--- src/rtl/bwm_pkg.sv ---
package bwm_pkg;
  localparam int unsigned CTRL_OFS  = 32'h20;
  localparam int unsigned MASK_BASE = 32'h21;
  localparam int unsigned CNT_BASE  = 32'h29;  // request, grant, then channels
  localparam int unsigned EN_BIT    = 31;
  localparam int unsigned IRQ_BIT   = 30;
  localparam int unsigned TMODE_BIT = 20;
endpackage

--- src/rtl/bwm_sat_counter.sv ---
module bwm_sat_counter #(
  parameter int W = 32
) (
  input  logic         clk_i,
  input  logic         rst_ni,
  input  logic         inc_i,
  input  logic         clr_i,
  input  logic         we_i,
  input  logic [W-1:0] wdata_i,
  output logic [W-1:0] cnt_o
);
  logic [W-1:0] cnt_q;

  always_ff @(posedge clk_i or negedge rst_ni) begin
    if (!rst_ni)                    cnt_q <= '0;
    else if (we_i)                  cnt_q <= wdata_i;
    else if (clr_i)                 cnt_q <= '0;
    else if (inc_i && cnt_q != '1)  cnt_q <= cnt_q + W'(1);
  end

  assign cnt_o = cnt_q;

  p_sat_hold_r10: assert property (@(posedge clk_i) disable iff (!rst_ni)
    (cnt_q == '1 && !we_i && !clr_i) |=> cnt_q == '1);
  p_step_one_r4: assert property (@(posedge clk_i) disable iff (!rst_ni)
    (!we_i && !clr_i) |=> (cnt_q == $past(cnt_q) || cnt_q == $past(cnt_q) + W'(1)));
  p_idle_hold_r8: assert property (@(posedge clk_i) disable iff (!rst_ni)
    (!inc_i && !we_i && !clr_i) |=> $stable(cnt_q));
endmodule

--- src/rtl/bwm_chan_filter.sv ---
module bwm_chan_filter #(
  parameter int PORT_W   = 5,
  parameter int SUB_W    = 4,
  parameter int DATA_W   = 32,
  parameter int DEV_PORT = 23,
  localparam int MAJ_N   = 1 << PORT_W,
  localparam int SUB_N   = 1 << SUB_W
) (
  input  logic              clk_i,
  input  logic              rst_ni,
  input  logic              major_we_i,
  input  logic              sub_we_i,
  input  logic [DATA_W-1:0] wdata_i,
  input  logic [PORT_W-1:0] port_i,
  input  logic [SUB_W-1:0]  sub_i,
  output logic              match_o,
  output logic [MAJ_N-1:0]  major_o,
  output logic [SUB_N-1:0]  sub_o
);
  logic [MAJ_N-1:0] major_q;
  logic [SUB_N-1:0] sub_q;
  logic             is_dev;

  always_ff @(posedge clk_i or negedge rst_ni) begin
    if (!rst_ni) begin
      major_q <= '0;
      sub_q   <= '0;
    end else begin
      if (major_we_i) major_q <= wdata_i[MAJ_N-1:0];
      if (sub_we_i)   sub_q   <= wdata_i[SUB_N-1:0];
    end
  end

  assign is_dev  = (port_i == PORT_W'(DEV_PORT));
  assign match_o = major_q[port_i] && (!is_dev || sub_q[sub_i]);
  assign major_o = major_q;
  assign sub_o   = sub_q;

  p_dev_gate_r6: assert property (@(posedge clk_i) disable iff (!rst_ni)
    (is_dev && !sub_q[sub_i]) |-> !match_o);
  p_plain_port_r5: assert property (@(posedge clk_i) disable iff (!rst_ni)
    (!is_dev && major_q[port_i]) |-> match_o);
endmodule

--- src/rtl/bwm_window.sv ---
module bwm_window
  import bwm_pkg::*;
#(
  parameter int TMR_W  = 32,
  parameter int NUM_CH = 4,
  parameter int DATA_W = 32
) (
  input  logic              clk_i,
  input  logic              rst_ni,
  input  logic              ctrl_we_i,
  input  logic              tmr_we_i,
  input  logic [DATA_W-1:0] wdata_i,
  output logic              en_o,
  output logic              tmode_o,
  output logic [NUM_CH-1:0] ch_en_o,
  output logic              status_o,
  output logic              active_o,
  output logic              start_o,
  output logic [TMR_W-1:0]  load_o
);
  logic              en_q, tmode_q, status_q, active_q;
  logic [NUM_CH-1:0] ch_en_q;
  logic [TMR_W-1:0]  load_q, rem_q;
  logic              last_tick;

  assign start_o   = ctrl_we_i && wdata_i[EN_BIT];
  assign last_tick = active_q && tmode_q && (rem_q <= TMR_W'(1));

  always_ff @(posedge clk_i or negedge rst_ni) begin
    if (!rst_ni) begin
      en_q     <= 1'b0;
      tmode_q  <= 1'b0;
      ch_en_q  <= '0;
      status_q <= 1'b0;
      active_q <= 1'b0;
      rem_q    <= '0;
      load_q   <= '0;
    end else begin
      if (tmr_we_i) load_q <= wdata_i[TMR_W-1:0];
      if (ctrl_we_i) begin
        en_q     <= wdata_i[EN_BIT];
        tmode_q  <= wdata_i[TMODE_BIT];
        ch_en_q  <= wdata_i[NUM_CH-1:0];
        active_q <= wdata_i[EN_BIT];
        if (wdata_i[IRQ_BIT]) status_q <= 1'b0;
        if (wdata_i[EN_BIT])  rem_q    <= load_q;
      end else if (last_tick) begin
        active_q <= 1'b0;
        status_q <= 1'b1;
      end else if (active_q && tmode_q) begin
        rem_q <= rem_q - TMR_W'(1);
      end
    end
  end

  assign en_o     = en_q;
  assign tmode_o  = tmode_q;
  assign ch_en_o  = ch_en_q;
  assign status_o = status_q;
  assign active_o = active_q;
  assign load_o   = load_q;

  p_start_runs_r3: assert property (@(posedge clk_i) disable iff (!rst_ni)
    (ctrl_we_i && wdata_i[EN_BIT]) |=> active_q);
  p_expiry_stops_r7: assert property (@(posedge clk_i) disable iff (!rst_ni)
    (last_tick && !ctrl_we_i) |=> (!active_q && status_q));
  p_status_source_r9: assert property (@(posedge clk_i) disable iff (!rst_ni)
    $rose(status_q) |-> $past(active_q && tmode_q));
  p_ctrl_wins_r12: assert property (@(posedge clk_i) disable iff (!rst_ni)
    (ctrl_we_i && !wdata_i[IRQ_BIT]) |=> status_q == $past(status_q));
endmodule

--- src/rtl/bw_monitor.sv ---
module bw_monitor
  import bwm_pkg::*;
#(
  parameter int ADDR_W   = 8,
  parameter int DATA_W   = 32,
  parameter int CNT_W    = 32,
  parameter int TMR_W    = 32,
  parameter int NUM_CH   = 4,
  parameter int PORT_W   = 5,
  parameter int SUB_W    = 4,
  parameter int DEV_PORT = 23
) (
  input  logic              clk_i,
  input  logic              rst_ni,
  input  logic [ADDR_W-1:0] reg_addr_i,
  input  logic              reg_we_i,
  input  logic [DATA_W-1:0] reg_wdata_i,
  output logic [DATA_W-1:0] reg_rdata_o,
  input  logic              req_valid_i,
  input  logic              req_gnt_i,
  input  logic [PORT_W-1:0] req_port_i,
  input  logic [SUB_W-1:0]  req_sub_i,
  output logic              irq_o
);
  localparam int MAJ_N   = 1 << PORT_W;
  localparam int SUB_N   = 1 << SUB_W;
  localparam int NCNT    = NUM_CH + 2;
  localparam int TMR_OFS = CNT_BASE + NCNT;

  logic              en, tmode, status, active, start;
  logic [NUM_CH-1:0] ch_en, match;
  logic [TMR_W-1:0]  load;
  logic              ctrl_we, tmr_we;
  logic [MAJ_N-1:0]  major [NUM_CH];
  logic [SUB_N-1:0]  sub   [NUM_CH];
  logic [CNT_W-1:0]  cnt   [NCNT];
  logic [NCNT-1:0]   cnt_inc;
  logic              grant;

  assign ctrl_we = reg_we_i && (reg_addr_i == ADDR_W'(CTRL_OFS));
  assign tmr_we  = reg_we_i && (reg_addr_i == ADDR_W'(TMR_OFS));
  assign grant   = active && req_valid_i && req_gnt_i;

  bwm_window #(.TMR_W(TMR_W), .NUM_CH(NUM_CH), .DATA_W(DATA_W)) u_window (
    .clk_i, .rst_ni,
    .ctrl_we_i(ctrl_we), .tmr_we_i(tmr_we), .wdata_i(reg_wdata_i),
    .en_o(en), .tmode_o(tmode), .ch_en_o(ch_en), .status_o(status),
    .active_o(active), .start_o(start), .load_o(load)
  );

  for (genvar k = 0; k < NUM_CH; k++) begin : g_ch
    bwm_chan_filter #(.PORT_W(PORT_W), .SUB_W(SUB_W), .DATA_W(DATA_W),
                      .DEV_PORT(DEV_PORT)) u_filter (
      .clk_i, .rst_ni,
      .major_we_i(reg_we_i && reg_addr_i == ADDR_W'(MASK_BASE + 2*k)),
      .sub_we_i  (reg_we_i && reg_addr_i == ADDR_W'(MASK_BASE + 2*k + 1)),
      .wdata_i(reg_wdata_i), .port_i(req_port_i), .sub_i(req_sub_i),
      .match_o(match[k]), .major_o(major[k]), .sub_o(sub[k])
    );
    assign cnt_inc[2+k] = grant && ch_en[k] && match[k];
  end

  assign cnt_inc[0] = active && req_valid_i;
  assign cnt_inc[1] = grant;

  for (genvar j = 0; j < NCNT; j++) begin : g_cnt
    bwm_sat_counter #(.W(CNT_W)) u_cnt (
      .clk_i, .rst_ni,
      .inc_i(cnt_inc[j]), .clr_i(start),
      .we_i(reg_we_i && reg_addr_i == ADDR_W'(CNT_BASE + j)),
      .wdata_i(reg_wdata_i[CNT_W-1:0]), .cnt_o(cnt[j])
    );
  end

  always_comb begin
    reg_rdata_o = '0;
    if (reg_addr_i == ADDR_W'(CTRL_OFS)) begin
      reg_rdata_o[EN_BIT]       = en;
      reg_rdata_o[IRQ_BIT]      = status;
      reg_rdata_o[TMODE_BIT]    = tmode;
      reg_rdata_o[NUM_CH-1:0]   = ch_en;
    end
    for (int k = 0; k < NUM_CH; k++) begin
      if (reg_addr_i == ADDR_W'(MASK_BASE + 2*k))     reg_rdata_o[MAJ_N-1:0] = major[k];
      if (reg_addr_i == ADDR_W'(MASK_BASE + 2*k + 1)) reg_rdata_o[SUB_N-1:0] = sub[k];
    end
    for (int j = 0; j < NCNT; j++)
      if (reg_addr_i == ADDR_W'(CNT_BASE + j)) reg_rdata_o[CNT_W-1:0] = cnt[j];
    if (reg_addr_i == ADDR_W'(TMR_OFS)) reg_rdata_o[TMR_W-1:0] = load;
  end

  assign irq_o = status && en;
endmodule

--- config.mk ---
export PLATFORM = sky130hd
export DESIGN_NAME = bw_monitor
export DESIGN_NICKNAME = d
export VERILOG_FILES = /design/src/rtl/bwm_pkg.sv /design/src/rtl/bwm_sat_counter.sv /design/src/rtl/bwm_chan_filter.sv /design/src/rtl/bwm_window.sv /design/src/rtl/bw_monitor.sv
export SDC_FILE = /design/constraint.sdc
export NUM_CORES = 1
export LEC_CHECK = 0
export CELL_PAD_IN_SITES_DETAIL_PLACEMENT = 0
export CELL_PAD_IN_SITES_GLOBAL_PLACEMENT = 1
export CORE_MARGIN = 1.5
export CORE_UTILIZATION = 54
export CTS_CLUSTER_DIAMETER = 50
export DETAILED_ROUTE_END_ITERATION = 10
export MAX_ROUTING_LAYER = met4
export PLACE_DENSITY_LB_ADDON = 0.12
export SLEW_MARGIN = 20
export SYNTH_ARGS = -nofsm -noshare
export SYNTH_HDL_FRONTEND = slang
export SYNTH_HIERARCHICAL = 1
export SYNTH_SLANG_ARGS = --single-unit
--- constraint.sdc ---
create_clock -name clk_i -period 4.7 [get_ports clk_i]
set_input_delay 0.705 -clock clk_i [delete_from_list [all_inputs] [get_ports clk_i]]
set_output_delay 0.705 -clock clk_i [all_outputs]
set_load 0.03 [all_outputs]
==> out/qor.csv <==
stage,metric,value,unit
cts,tritoncts,yes,
routing,drt-pass1-iter-count,7,
floorplanning,die_width,239,µm
status,status,"complete, no violations",
sta,timing.final.hold_violations,0,
yosys,postSynthNetCount,3154,
layout,drive_gt1_frac,0.220,
global_route,grt_antenna_before_repair,11,
sta,clock.fmax,223,MHz
setup_path,critPathMaxFanout,33,
global_route,number_of_global_route_vias_before_repair,27215,
cts,path_clk_slew,0.05,ns
place,detailedPlace.worstSlack,0.322,ns
place,place.gp.congestion,1.06,
cts,cts_root_buffer,sky130_fd_sc_hd__clkbuf_16,
cts,cts_max_path_buffers,3,
routing,wl_per_cell,33.2,µm
sta,worst_slew_pin_slew,1.26,ns
place,dpl.hpwl,92.6,mm
setup_path,setup.worst_path.end_class,primary output,
sta,final.setup.worst_slack,0.219,ns
cts,post_cts_hold_buffer_count,0,
yosys,ys_dominant_reg_cell,sky130_fd_sc_hd__dfrtp_1,
sta,fin_hold_ws,0.137,ns
routing,drt.antenna.violating_nets,0,
yosys,synth-seq-area-share,0.379,
sta,setup_violations,0,
layout,fin_nets,3217,
setup_path,critPathRequiredTime,3.99,ns
cts,cts.repair_timing.setup_buffer_count,0,
min_path,hp-class,primary input to asynchronous set/reset pin,
place,io_buffer_count,86,
global_route,grt_pass1_wl,189,mm
power_and_ir_drop,power_density,311,nW/µm²
setup_path,cp.arrival,3.78,ns
global_route,pin_count_of_the_biggest_net_entering_global_routing,95,
setup_path,setup.worst_path.class,primary input to primary output,
yosys,synth-edff-count,0,
cts,ctsHtreeMaxLevel,3,
power_and_ir_drop,finalPower,10.6,mW
routing,routed-via-count,28920,
routing,drc,0,
floorplanning,floorplan.initialDensity,0.547,
global_route,track_usage,0.472,
sta,min_period,4.48,ns
yosys,netlist_area_before_placement,30100,µm²
cts,clk-insertion-delay-late,0.63,ns
layout,area_growth,13.7,%
floorplanning,core_region_area,55100,µm²
setup_path,setup.worst_path.start_class,primary input,
yosys,syn_area_per_cell,9.75,µm²
sta,timing.final.max_slew_violations,0,
sta,finClkSkew,0.0269,ns
layout,nFillCells,4602,
layout,post-route-cell-area,34300,µm²
sta,max_slew_margin,0.159,
layout,multiInputGateArea,17600,µm²
layout,sequential_cell_area,11400,µm²
power_and_ir_drop,ir_drop,0.294,mV
yosys,synth_seq_cells,456,
run,max_cap_violation_count,0,
yosys,asyncSetResetFlopFracSynth,1.00,
yosys,yosys.cell_types.count,101,
floorplanning,num_rows,86,
floorplanning,die-area,57200,µm²
place,dpl_cell_area,32000,µm²
routing,postRouteWirelength,132,mm
power_and_ir_drop,total_leakage_power,14.2,nW
global_route,grt_overflow_total,0,
routing,drt_first_iter_violations,4583,
routing,routed_via_density,7.29,
sta,grt_setup_unrepaired,false,
floorplanning,boundaryPins,87,
cts,cts_repair_resize_count,0,
sta,finalSetupTns,0,ns
sta,final_min_period_over_clock_period,0.953,
cts,numClockSinks,456,
floorplanning,chipHeight,239,µm
yosys,postSynthCellCount,3092,
yosys,synthesis.yosys.warnings,6,
cts,cts_buffers,68,
-- layout make-up --
class                   instances  area share
clock inverters                35     0.00946
inverters                      35     0.00383
clock buffers                  85      0.0545
well taps                     748      0.0273
diodes                         14     0.00102
flip-flops and latches        456       0.333
multi-input cells            2384       0.514
repair buffers                210      0.0569
-- placed cells by master, fill, tap and decap left out, drive strengths merged, types with 19 or more instances in the layout --
cell type	netlist	layout
xnor2	58	58
nand3	139	139
o311ai	25	25
mux2	260	260
nand4	94	94
o2bb2ai	21	21
xor2	27	27
a31oi	31	31
nor4	50	50
nor2b	34	34
mux2i	84	84
buf	115	170
or3	32	32
nor3	94	94
a221oi	20	20
nor2	164	164
a22oi	28	28
o211ai	19	19
a22o	21	21
or4	23	23
mux4	50	50
or2	20	20
a211oi	29	29
and3	65	65
inv	34	49
a21oi	123	123
nand2b	19	19
o22ai	49	49
o21ai	216	216
nor3b	21	21
and2	25	25
clkbuf	102	85
dfrtp	456	456
nand2	302	302
clkdlybuf4s50	0	40
-- synth_stat cells, types with 38 or more instances --
master	n	area share
sky130_fd_sc_hd__nor4_1	38	0.0079
sky130_fd_sc_hd__buf_2	62	0.010
sky130_fd_sc_hd__a21oi_1	120	0.020
sky130_fd_sc_hd__mux2_2	256	0.096
sky130_fd_sc_hd__nor2_1	158	0.020
sky130_fd_sc_hd__xnor2_1	58	0.017
sky130_fd_sc_hd__o22ai_1	47	0.0098
sky130_fd_sc_hd__dfrtp_1	456	0.38
sky130_fd_sc_hd__clkbuf_1	99	0.012
sky130_fd_sc_hd__nand3_1	130	0.022
sky130_fd_sc_hd__nand4_1	82	0.017
sky130_fd_sc_hd__nand2_1	296	0.037
sky130_fd_sc_hd__o21ai_0	183	0.030
sky130_fd_sc_hd__mux2i_1	84	0.028
sky130_fd_sc_hd__and3_1	65	0.013
sky130_fd_sc_hd__nor3_1	82	0.014
-- where the power goes --
part / leakage (nW) / switching [mW] / internal [mW]
sequential: 6.13 / 0.345 / 4.11
clock: 1.08 / 2.08 / 2.97
combinational: 6.99 / 0.712 / 0.419
-- metal layers --
metal	vias to the layer above	share of wire	track usage
met5	-	0	-
met4	0	0.065	0.257
met3	400	0.14	0.149
met2	2125	0.41	0.635
met1	14425	0.39	0.629
li1	11970	-	-
-- state kept, by name (all words and copies together), names as in the netlist --
| signal | cells |
|---|---|
| g_ch.u_filter/sub_o | 64 |
| u_window/active_o | 1 |
| u_window/ch_en_o | 4 |
| g_cnt.u_cnt/cnt_o | 192 |
| u_window/rem_q | 32 |
| u_window/en_o | 1 |
| u_window/load_o | 32 |
| u_window/tmode_o | 1 |
| u_window/status_o | 1 |
| g_ch.u_filter/major_o | 128 |
-- critical path, cell delays in order --
cell	delay (ns)
sky130_fd_sc_hd__clkdlybuf4s50_1	0.49
sky130_fd_sc_hd__buf_4	0.40
sky130_fd_sc_hd__inv_1	0.12
sky130_fd_sc_hd__nand2_1	0.39
sky130_fd_sc_hd__buf_4	0.25
sky130_fd_sc_hd__o2bb2ai_1	0.13
sky130_fd_sc_hd__a222oi_1	0.75
sky130_fd_sc_hd__o31ai_1	0.20
sky130_fd_sc_hd__buf_4	0.19
sky130_fd_sc_hd__buf_12	0.13
-- final timing paths --
check                                                start                         to  slack (ns)  cells after the start
worst max register to register  g_ch[0].u_filter/sub_o[15]   g_cnt[2].u_cnt/cnt_o[28]        1.48                     11
max in group asynchronous                           rst_ni  g_ch[2].u_filter/sub_o[8]        3.47                      2
worst min register to register          u_window/rem_q[23]         u_window/rem_q[23]        0.52                      1
min in group clk_i                      u_window/rem_q[23]         u_window/rem_q[23]        0.52                      1
worst max-delay path                         reg_addr_i[3]            reg_rdata_o[28]        0.22                     10
worst min-delay path                                rst_ni   g_cnt[3].u_cnt/cnt_o[12]        0.14                      1
-- metrics by stage --
stage / std cells / utilization
floorplan: 3092 / -
global placement: 3833 / 0.582
detailed placement: 3833 / 0.582
CTS: 3953 / 0.621
global route: 3961 / 0.622
finish: 3967 / 0.622
-- logic make-up (layout without fill, tap and decap cells) --
| group | count (synthesis) | after routing | share of synthesized area |
|---|---|---|---|
| compound gates | 770 | 770 | 0.182 |
| xor+xnor | 85 | 85 | 0.0247 |
| fa+ha+maj | 8 | 8 | 0.00332 |
| buf+inv | 252 | 365 | 0.0391 |
| flops | 456 | 456 | 0.379 |
| mux | 394 | 394 | 0.166 |
| other cells | 0 | 14 | 0 |
| simple gates | 1127 | 1127 | 0.207 |
Note: power is estimated with default switching activity, not from simulation.
